`src/rtl/sram_seq_pkg.sv`:
```
package sram_seq_pkg;

  typedef enum logic [2:0] {
    ST_IDLE,
    ST_READ,
    ST_TURN,
    ST_WRITE,
    ST_HOLD
  } seqState_t;

  // Strobes from the control FSM to the datapath
  typedef struct packed {
    logic load;     // latch the accepted request
    logic select;   // chip enables active
    logic outEn;    // output enable active
    logic wrEn;     // write enable active
    logic drive;    // drive the data bus
    logic capture;  // sample the data bus into rdData
  } seqStrobe_t;

  // Ceiling conversion from ns to cycles; nonzero time gives at least one cycle
  function automatic int unsigned nsToCycles(input int unsigned ns, input int unsigned clkNs);
    if (ns == 0) return 0;
    return (ns + clkNs - 1) / clkNs;
  endfunction

  function automatic int unsigned maxOf(input int unsigned a, input int unsigned b);
    return (a > b) ? a : b;
  endfunction

endpackage

```
`src/rtl/sram_seq_ctrl.sv`:
```
module sram_seq_ctrl
  import sram_seq_pkg::*;
#(
  parameter int unsigned RD_LEN = 11,
  parameter int unsigned TA_LEN = 5,
  parameter int unsigned WP_LEN = 6,
  parameter int unsigned WH_LEN = 5,
  parameter int unsigned CNT_W  = 4
) (
  input  logic       clk,
  input  logic       rstN,
  input  logic       accept,
  input  logic       isWrite,
  output seqStrobe_t strobe,
  output logic       idle
);

  localparam logic [CNT_W-1:0] RD_M1 = CNT_W'(RD_LEN - 1);
  localparam logic [CNT_W-1:0] TA_M1 = CNT_W'(TA_LEN - 1);
  localparam logic [CNT_W-1:0] WP_M1 = CNT_W'(WP_LEN - 1);
  localparam logic [CNT_W-1:0] WH_M1 = CNT_W'(WH_LEN - 1);

  seqState_t        state;
  logic [CNT_W-1:0] cnt;
  logic             lastCycle;

  assign lastCycle = (cnt == '0);

  always_ff @(posedge clk or negedge rstN) begin
    if (!rstN) begin
      state <= ST_IDLE;
      cnt   <= '0;
    end else begin
      unique case (state)
        ST_IDLE: begin
          if (accept) begin
            state <= isWrite ? ST_WRITE : ST_READ;
            cnt   <= isWrite ? WP_M1 : RD_M1;
          end
        end
        ST_READ: begin
          if (lastCycle) begin
            state <= ST_TURN;
            cnt   <= TA_M1;
          end else begin
            cnt <= cnt - 1'b1;
          end
        end
        ST_TURN: begin
          if (lastCycle) state <= ST_IDLE;
          else           cnt   <= cnt - 1'b1;
        end
        ST_WRITE: begin
          if (lastCycle) begin
            state <= ST_HOLD;
            cnt   <= WH_M1;
          end else begin
            cnt <= cnt - 1'b1;
          end
        end
        ST_HOLD: begin
          if (lastCycle) state <= ST_IDLE;
          else           cnt   <= cnt - 1'b1;
        end
        default: state <= ST_IDLE;
      endcase
    end
  end

  always_comb begin
    idle           = (state == ST_IDLE);
    strobe.load    = idle && accept;
    strobe.select  = (state == ST_READ) || (state == ST_WRITE) || (state == ST_HOLD);
    strobe.outEn   = (state == ST_READ);
    strobe.wrEn    = (state == ST_WRITE);
    strobe.drive   = (state == ST_WRITE) || (state == ST_HOLD);
    strobe.capture = (state == ST_READ) && lastCycle;
  end

endmodule

```
`src/rtl/sram_seq_datapath.sv`:
```
module sram_seq_datapath
  import sram_seq_pkg::*;
#(
  parameter int unsigned ADDR_W = 18,
  parameter int unsigned DATA_W = 16,
  parameter int unsigned LANES  = DATA_W / 8
) (
  input  logic              clk,
  input  logic              rstN,
  input  seqStrobe_t        strobe,
  input  logic [ADDR_W-1:0] reqAddr,
  input  logic [DATA_W-1:0] reqWdata,
  input  logic [LANES-1:0]  reqLaneEn,
  input  logic [DATA_W-1:0] memDqIn,
  output logic              memCe1N,
  output logic              memCe2,
  output logic              memWeN,
  output logic              memOeN,
  output logic [LANES-1:0]  memLaneN,
  output logic [ADDR_W-1:0] memAddr,
  output logic [DATA_W-1:0] memDqOut,
  output logic              memDqOe,
  output logic [DATA_W-1:0] rdData,
  output logic              rdValid
);

  logic [ADDR_W-1:0] addrQ;
  logic [DATA_W-1:0] dataQ;
  logic [LANES-1:0]  laneQ;

  always_ff @(posedge clk or negedge rstN) begin
    if (!rstN) begin
      addrQ   <= '0;
      dataQ   <= '0;
      laneQ   <= '0;
      rdValid <= 1'b0;
    end else begin
      if (strobe.load) begin
        addrQ <= reqAddr;
        dataQ <= reqWdata;
        laneQ <= reqLaneEn;
      end
      rdValid <= strobe.capture;
    end
  end

  for (genvar gi = 0; gi < LANES; gi++) begin : gLane
    always_ff @(posedge clk or negedge rstN) begin
      if (!rstN)               rdData[8*gi +: 8] <= '0;
      else if (strobe.capture) rdData[8*gi +: 8] <= memDqIn[8*gi +: 8];
    end
    assign memLaneN[gi] = ~(strobe.select & laneQ[gi]);
  end

  assign memCe1N  = ~strobe.select;
  assign memCe2   = strobe.select;
  assign memWeN   = ~strobe.wrEn;
  assign memOeN   = ~strobe.outEn;
  assign memDqOe  = strobe.drive;
  assign memDqOut = dataQ;
  assign memAddr  = addrQ;

endmodule

```
`src/rtl/sram_seq_top.sv`:
```
module sram_seq_top
  import sram_seq_pkg::*;
#(
  parameter int unsigned ADDR_W    = 18,
  parameter int unsigned DATA_W    = 16,
  parameter int unsigned CLK_NS    = 5,
  parameter int unsigned T_RC_NS   = 55,
  parameter int unsigned T_AA_NS   = 55,
  parameter int unsigned T_OE_NS   = 30,
  parameter int unsigned T_OHZ_NS  = 25,
  parameter int unsigned T_WC_NS   = 55,
  parameter int unsigned T_WP_NS   = 30,
  parameter int unsigned T_DW_NS   = 25,
  parameter int unsigned T_BW_NS   = 25
) (
  input  logic                  clk,
  input  logic                  rstN,
  input  logic                  reqValid,
  output logic                  reqReady,
  input  logic                  reqWrite,
  input  logic [ADDR_W-1:0]     reqAddr,
  input  logic [DATA_W-1:0]     reqWdata,
  input  logic [DATA_W/8-1:0]   reqLaneEn,
  output logic                  rdValid,
  output logic [DATA_W-1:0]     rdData,
  output logic                  memCe1N,
  output logic                  memCe2,
  output logic                  memWeN,
  output logic                  memOeN,
  output logic [DATA_W/8-1:0]   memLaneN,
  output logic [ADDR_W-1:0]     memAddr,
  output logic [DATA_W-1:0]     memDqOut,
  output logic                  memDqOe,
  input  logic [DATA_W-1:0]     memDqIn
);

  localparam int unsigned LANES  = DATA_W / 8;
  // phase lengths from rounded-up timing figures
  localparam int unsigned RC_CY  = nsToCycles(T_RC_NS, CLK_NS);
  localparam int unsigned AA_CY  = nsToCycles(T_AA_NS, CLK_NS);
  localparam int unsigned OE_CY  = nsToCycles(T_OE_NS, CLK_NS);
  localparam int unsigned OHZ_CY = nsToCycles(T_OHZ_NS, CLK_NS);
  localparam int unsigned WC_CY  = nsToCycles(T_WC_NS, CLK_NS);
  localparam int unsigned WP_CY  = nsToCycles(T_WP_NS, CLK_NS);
  localparam int unsigned DW_CY  = nsToCycles(T_DW_NS, CLK_NS);
  localparam int unsigned BW_CY  = nsToCycles(T_BW_NS, CLK_NS);

  localparam int unsigned RD_LEN = maxOf(1, maxOf(RC_CY, maxOf(AA_CY, OE_CY)));
  localparam int unsigned TA_LEN = maxOf(1, OHZ_CY);
  localparam int unsigned WP_LEN = maxOf(1, maxOf(WP_CY, maxOf(DW_CY, BW_CY)));
  localparam int unsigned WH_LEN = maxOf(1, (WC_CY > WP_LEN) ? (WC_CY - WP_LEN) : 0);
  localparam int unsigned MAX_LEN = maxOf(maxOf(RD_LEN, TA_LEN), maxOf(WP_LEN, WH_LEN));
  localparam int unsigned CNT_W  = maxOf(1, $clog2(MAX_LEN + 1));

  seqStrobe_t strobe;
  logic       idle;
  logic       accept;

  assign reqReady = idle;
  assign accept   = reqValid && idle;

  sram_seq_ctrl #(
    .RD_LEN(RD_LEN),
    .TA_LEN(TA_LEN),
    .WP_LEN(WP_LEN),
    .WH_LEN(WH_LEN),
    .CNT_W (CNT_W)
  ) uCtrl (
    .clk    (clk),
    .rstN   (rstN),
    .accept (accept),
    .isWrite(reqWrite),
    .strobe (strobe),
    .idle   (idle)
  );

  sram_seq_datapath #(
    .ADDR_W(ADDR_W),
    .DATA_W(DATA_W),
    .LANES (LANES)
  ) uData (
    .clk      (clk),
    .rstN     (rstN),
    .strobe   (strobe),
    .reqAddr  (reqAddr),
    .reqWdata (reqWdata),
    .reqLaneEn(reqLaneEn),
    .memDqIn  (memDqIn),
    .memCe1N  (memCe1N),
    .memCe2   (memCe2),
    .memWeN   (memWeN),
    .memOeN   (memOeN),
    .memLaneN (memLaneN),
    .memAddr  (memAddr),
    .memDqOut (memDqOut),
    .memDqOe  (memDqOe),
    .rdData   (rdData),
    .rdValid  (rdValid)
  );

endmodule

```
`config.mk`:
```
export PLATFORM = sky130hd
export DESIGN_NAME = sram_seq_top
export DESIGN_NICKNAME = d
export VERILOG_FILES = /design/src/rtl/sram_seq_pkg.sv /design/src/rtl/sram_seq_ctrl.sv /design/src/rtl/sram_seq_datapath.sv /design/src/rtl/sram_seq_top.sv
export SDC_FILE = /design/constraint.sdc
export NUM_CORES = 1
export LEC_CHECK = 0
export BUFFER_PORTS_ARGS = -buffer_cell sky130_fd_sc_hd__buf_2
export CORE_MARGIN = 10
export CORE_UTILIZATION = 39
export CTS_CLUSTER_DIAMETER = 80
export CTS_CLUSTER_SIZE = 14
export DETAILED_ROUTE_END_ITERATION = 10
export PLACE_DENSITY_LB_ADDON = 0.25
export SETUP_SLACK_MARGIN = 0.2
export SLEW_MARGIN = 20
export SYNTH_ARGS = -nofsm -noshare
export SYNTH_HDL_FRONTEND = slang
export SYNTH_HIERARCHICAL = 1
export SYNTH_SLANG_ARGS = --single-unit
```
`constraint.sdc`:
```
create_clock -name clk -period 6 [get_ports clk]
set_input_delay 1.2 -clock clk [delete_from_list [all_inputs] [get_ports clk]]
set_output_delay 1.2 -clock clk [all_outputs]
set_load 0.05 [all_outputs]
```
==> results.md, run 1 <==
- Status: complete, no violations
- Critical Path RT: 4.80 ns
- Final Skew: about 0.0085 ns
- Hold Path Class: register to register
- Reg2Reg Depth: 4
- Rows: 30
- Most common cell after layout, fill and taps aside: buf_2
- Setup violators final: 0
- Mean Syn Cell Area: 15.5 µm²
- Max clock buf depth: 2
- Yosys top cell by area: dfrtp_1
- GPL Wtd Cong: ~0.8
- First-pass GRT wire length: 10200 µm
- Worst Hold Depth: 1
- Min-delay src: uData/rdData[15]
- Clock transition at path regs: approximately 0.060 ns
- Critical path's top delay family: simple AND/OR/NAND/NOR gates
- Hold Fails Final Rpt: 0
- Sequential cell area: roughly 1500 µm²
- Startpoint Class: register
- Clock latency on the worst-skew pair: between 0.3 and 0.4 ns
- Syn_nets: 234
- Most frequent cells in the layout: buf_2, dfrtp_1, mux2_4
- Fin cells: about 400
- Multi-input logic area: between 1000 and 1500 µm²
- Post-CTS Setup Inserts: 0
- Critical Path Source: uCtrl/state[2]
- Sequential share of the synthesized area: between 50% and 60%
- Pin count of the biggest net entering global routing: roughly 60
- Max-slew headroom: 50.5%
- Layout net count: 350
- Top cell type's share of synthesized area: 54.7%
- # DRC: 0
- Number of I/O port buffers: 114
- Hold Buf Count CTS: 0
- Synthesis Warnings: 6
- Worst endpoint data arrival time: about 1.8 ns
- IO Pins: between 100 and 150
- Final WS setup: between 2 and 3 ns
- Setup CP Type: register to output port
- Seq cells post-synth: 60
- Antenna violations before repair: 0
- Synth top area cells: dfrtp_1, mux2_4, mux2_2
- Total GRT Usage: 11.6%
- Worst Hold Endpoint: uData/rdData[15]
- Num CTS Buffers: 9
- Crit end category: output port
- Core ar.: 6830 µm²
- Vias in the first global route: roughly 1900
- TritonRoute pass-1 iters: 4
- Tcrit/Tclk final: 50.5%
- Root buffer cell: clkbuf_8
- Setup_tns: 0 ns
- Least-Margin Pin Slew: 0.743 ns
- Die Y: 104 µm
- Fmax: about 330 MHz
- Synth unique cells: 37
- ANT cells: 0
- HPWL after DPL: about 4700 µm
- Ratio of cells with drive above 1 in the final layout: 64.1%
- Vias: roughly 1800
- Starting Density: 40.2%
- Maxcap violations: 0
- Crit path max fanout: 12
- Crit-path cells: or3b_4 > nand2_1 > buf_2
- DIE WIDTH: about 100 µm
- 1st-iter DRT viols: 46
- R2r setup slk: roughly 3.7 ns
- Fill cells: 628
- Worst R2R End: uData/memAddr[17]
- Total gr overflow: 0
- Antenna Nets Post-Route: 0
- CTS sink count: 60
- Cell Area, Synth: 2750 µm²
- Pre-CTS WS: between 2 and 3 ns
- FF-to-FF Start: uCtrl/state[2]
- H-tree levels: 3
- Die area: 10800 µm²
- Critical path's largest stage delay: around 0.56 ns
- Final Max Tran Viols: 0
- Per-cell routed wire length: 16.0 µm
- Post-synthesis cell count: 177
- RSZ-0062 raised after global routing: false
- CTS tree: yes
- Final min period: roughly 3.0 ns
- DP Cell Count: 378
- WP buf/inv: 1
- Syn-to-layout area delta: 30.3%
- Vias/cell: 4.55
- Drt total wl: approximately 6300 µm
- Post-cts sizing count: 0
- Slowest-stage cell, CP: dfrtp_1
cell type report:
type	count	area share, %
clock inverters	6	3.11
multi-input cells	99	30.7
flip-flops and latches	60	41.9
repair buffers	116	16.4
inverters	7	0.734
well taps	96	3.36
clock buffers	10	3.84
layer usage:
metal	vias to the layer above	wire length [µm]	GRT usage [%]
li1	853	-	-
met5	-	0	0
met1	881	2670	13.3
met2	51	3220	19.1
met4	0	74	4.27
met3	7	346	4.77
sequential cells by signal, indices dropped and copies added, names as in the netlist:
| name | flops |
|---|---|
| uData/memAddr | 18 |
| uData/memDqOut | 16 |
| uData/rdData | 16 |
| uCtrl/cnt | 4 |
| uCtrl/state | 3 |
| uData/laneQ | 2 |
| uData/rdValid | 1 |
synth_stat cells, drive strengths merged:
| cell | instances |
|---|---|
| dfrtp | 60 |
| mux2 | 54 |
| buf | 10 |
| inv | 7 |
| nand2 | 6 |
| nand3 | 3 |
| nor2 | 3 |
| o21ai | 3 |
| and2 | 2 |
| mux2i | 2 |
| nand3b | 2 |
| nor3 | 2 |
| o21bai | 2 |
| o22ai | 2 |
| or3b | 2 |
| a21oi | 1 |
| a2bb2oi | 1 |
| a31oi | 1 |
| clkbuf | 1 |
| ha | 1 |
| nor2b | 1 |
| nor3b | 1 |
| nor4 | 1 |
| nor4bb | 1 |
| o211ai | 1 |
| o21a | 1 |
| o21ba | 1 |
| o221ai | 1 |
| o2bb2ai | 1 |
| o311ai | 1 |
| or2b | 1 |
| xnor2 | 1 |
worst register-to-register path: stages, from the launching register on:
cell,delay [ns]
dfrtp_1,0.51
nor3_1,0.32
and2_1,0.28
and2_4,0.60
mux2_2,0.44
through the flow:
step | hold WS (ns) | cell area [µm²] | utilization [%]
final | 0.500 | 3580 | 52.4
after global routing | 0.517 | 3580 | 52.4
after CTS | 0.505 | 3580 | 52.4
after detailed placement | 0.486 | 3330 | 48.7
after global placement | 0.488 | 3330 | 48.7
after floorplan | 0.481 | 2750 | -
worst max path at each step:
stage | endpoint | slack, ns | cells after the start
floorplan | uData/laneQ[0] | 3.01 | 7
global placement | uData/memAddr[17] | 3.00 | 4
detailed placement | uData/memAddr[10] | 2.98 | 4
CTS | memCe2 | 2.94 | 3
global route | memLaneN[0] | 2.85 | 4
finish | memCe2 | 2.97 | 3
cell families after synthesis:
family | count (synthesis) | synth area share, %
flops | 60 | 54.7
mux | 56 | 28.6
simple gates | 25 | 5.24
buf+inv | 18 | 5.65
compound gates | 16 | 5.06
xor+xnor | 1 | 0.319
fa+ha+maj | 1 | 0.456
Power of run 1 is not shown: default switching activity piles up to over one toggle a cycle in this logic, so the estimate is an artifact.
==> run 2: changes to the inputs <==
==> constraint.sdc (replaced) <==
create_clock -name clk -period 2.85 [get_ports clk]
set_input_delay 0.57 -clock clk [delete_from_list [all_inputs] [get_ports clk]]
set_output_delay 0.57 -clock clk [all_outputs]
set_load 0.05 [all_outputs]
==> results.md, run 2 (synthesis results as in run 1) <==
- Status: complete, no violations
- Vias: 1809 (+0.95%)
- H-tree levels: 3 (unchanged)
- FF-to-FF Start: uCtrl/cnt[0]
- Post-cts sizing count: 0 (unchanged)
- Ratio of cells with drive above 1 in the final layout: 64.7% (+0.57 points)
- Hold Buf Count CTS: 0 (unchanged)
- Setup violators final: 0 (unchanged)
- Worst R2R End: uData/rdData[15]
- Max clock buf depth: 2 (unchanged)
- Antenna violations before repair: 0 (unchanged)
- Total gr overflow: 0 (unchanged)
- Worst endpoint data arrival time: 1.84 ns (about the same)
- Core ar.: 6830 µm² (unchanged)
- TritonRoute pass-1 iters: 4 (unchanged)
- Syn-to-layout area delta: 30.6%
- Setup_tns: 0 ns (unchanged)
- Per-cell routed wire length: 16.7 µm (+4.6%)
- Clock transition at path regs: 0.07 ns (about the same)
- Hold Fails Final Rpt: 0 (unchanged)
- GPL Wtd Cong: 0.769 (-4.7%)
- R2r setup slk: 0.72 ns (-3.01 ns)
- ANT cells: 0 (unchanged)
- Die Y: 104 µm (unchanged)
- Final Max Tran Viols: 0 (unchanged)
- Most frequent cells in the layout: buf_2, dfrtp_1, mux2_4
- Die area: 10800 µm² (unchanged)
- Critical Path RT: 2.28 ns (-2.52 ns)
- 1st-iter DRT viols: 57 (+24%)
- Startpoint Class: register
- Reg2Reg Depth: 6 (+2)
- Final WS setup: 0.439 ns (-2.53 ns)
- # DRC: 0 (unchanged)
- IO Pins: 115 (unchanged)
- Root buffer cell: clkbuf_8
- Number of I/O port buffers: 114 (unchanged)
- Maxcap violations: 0 (unchanged)
- Least-Margin Pin Slew: 0.522 ns (-0.221 ns)
- Final Skew: 0.00956 ns (+0.00102 ns)
- RSZ-0062 raised after global routing: false
- Pin count of the biggest net entering global routing: 38 (-38%)
- Tcrit/Tclk final: between 80% and 90%
- Clock latency on the worst-skew pair: 0.33 ns (about the same)
- DIE WIDTH: 104 µm (unchanged)
- Antenna Nets Post-Route: 0 (unchanged)
- Drt total wl: 6630 µm (+5.2%)
- First-pass GRT wire length: 10700 µm (+5.0%)
- Setup CP Type: register to output port
- HPWL after DPL: 5080 µm (+7.5%)
- Final min period: 2.41 ns
- Post-CTS Setup Inserts: 0 (unchanged)
- CTS tree: yes
- Fmax: 415 MHz
- Hold Path Class: input pin to asynchronous set/reset pin
- Crit end category: output port
- Vias in the first global route: 1901 (-0.31%)
- Num CTS Buffers: 9 (unchanged)
- Layout net count: 352 (+0.57%)
- Vias/cell: 4.57 (+0.44%)
- Number of flip-flops in the largest register: 18 (unchanged)
- Fill cells: 622 (-0.96%)
- Most common cell after layout, fill and taps aside: buf_2
- CTS sink count: 60 (unchanged)
- Total GRT Usage: 12.3% (+0.70 points)
- Starting Density: 40.2% (unchanged)
- Pre-CTS WS: 0.747 ns (-2.24 ns)
- Max-slew headroom: 65.1% (+15 points)
- Rows: 30 (unchanged)
- Crit path max fanout: 12 (unchanged)
## run 2: cell count changes in the layout (fill, tap and decap cells not counted), sizes merged
| cell | change |
|---|---|
| buf | +2 |
| clkinv | -1 |
| clkinvlp | +2 |
| bufinv | -1 |
## run 2: worst max-delay path by stage
| stage | cells after the start | endpoint | slack (ns) | from |
|---|---|---|---|---|
| final | 3 | memCe2 | 0.44 | uCtrl/state[2] |
| after global routing | 4 | memLaneN[0] | 0.35 | uCtrl/state[2] |
| after CTS | 3 | memCe2 | 0.43 | uCtrl/state[2] |
| after detailed placement | 6 | uData/rdData[15] | 0.75 | uCtrl/cnt[0] |
| after global placement | 6 | uData/rdData[10] | 0.73 | uCtrl/cnt[0] |
| after floorplan | 7 | uData/laneQ[0] | 0.33 | uCtrl/state[2] |
## run 2: metal layers
layer | vias up | part of all wire (%) | track usage [%]
li1 | 861 | - | -
met1 | 882 | 42 | 14.7
met2 | 56 | 50 | 19.4
met3 | 10 | 6.0 | 4.52
met4 | 0 | 1.7 | 5.67
met5 | - | 0 | 0
## run 2: area by class of cell
cell class / instances / area (µm²) / area share (%)
clock inverters: 6 / 87.6 / 2.44
repair buffers: 118 / 613 / 17.1
multi-input cells: 99 / 1100 / 30.7
well taps: 96 / 120 / 3.35
flip-flops and latches: 60 / 1500 / 41.9
clock buffers: 10 / 138 / 3.84
inverters: 7 / 26.3 / 0.732
## run 2: worst max-delay path, stage by stage, from the launching register on
cell and delay [ns]:
dfrtp_1 0.57, or3b_4 0.48, nand2_1 0.17, buf_2 0.29
## run 2: metrics by stage
stage	std cells	util (%)	hold slack, ns	cell area [µm²]
2_1_floorplan	177	-	0.274	2750
6_report	396	52.5	0.0568	3590
5_1_grt	396	52.5	0.0526	3590
3_5_place_dp	380	49.2	0.416	3360
4_1_cts	396	52.5	0.0502	3590
3_3_place_gp	380	49.2	0.412	3360
Power of run 2 is left out for the same reason.
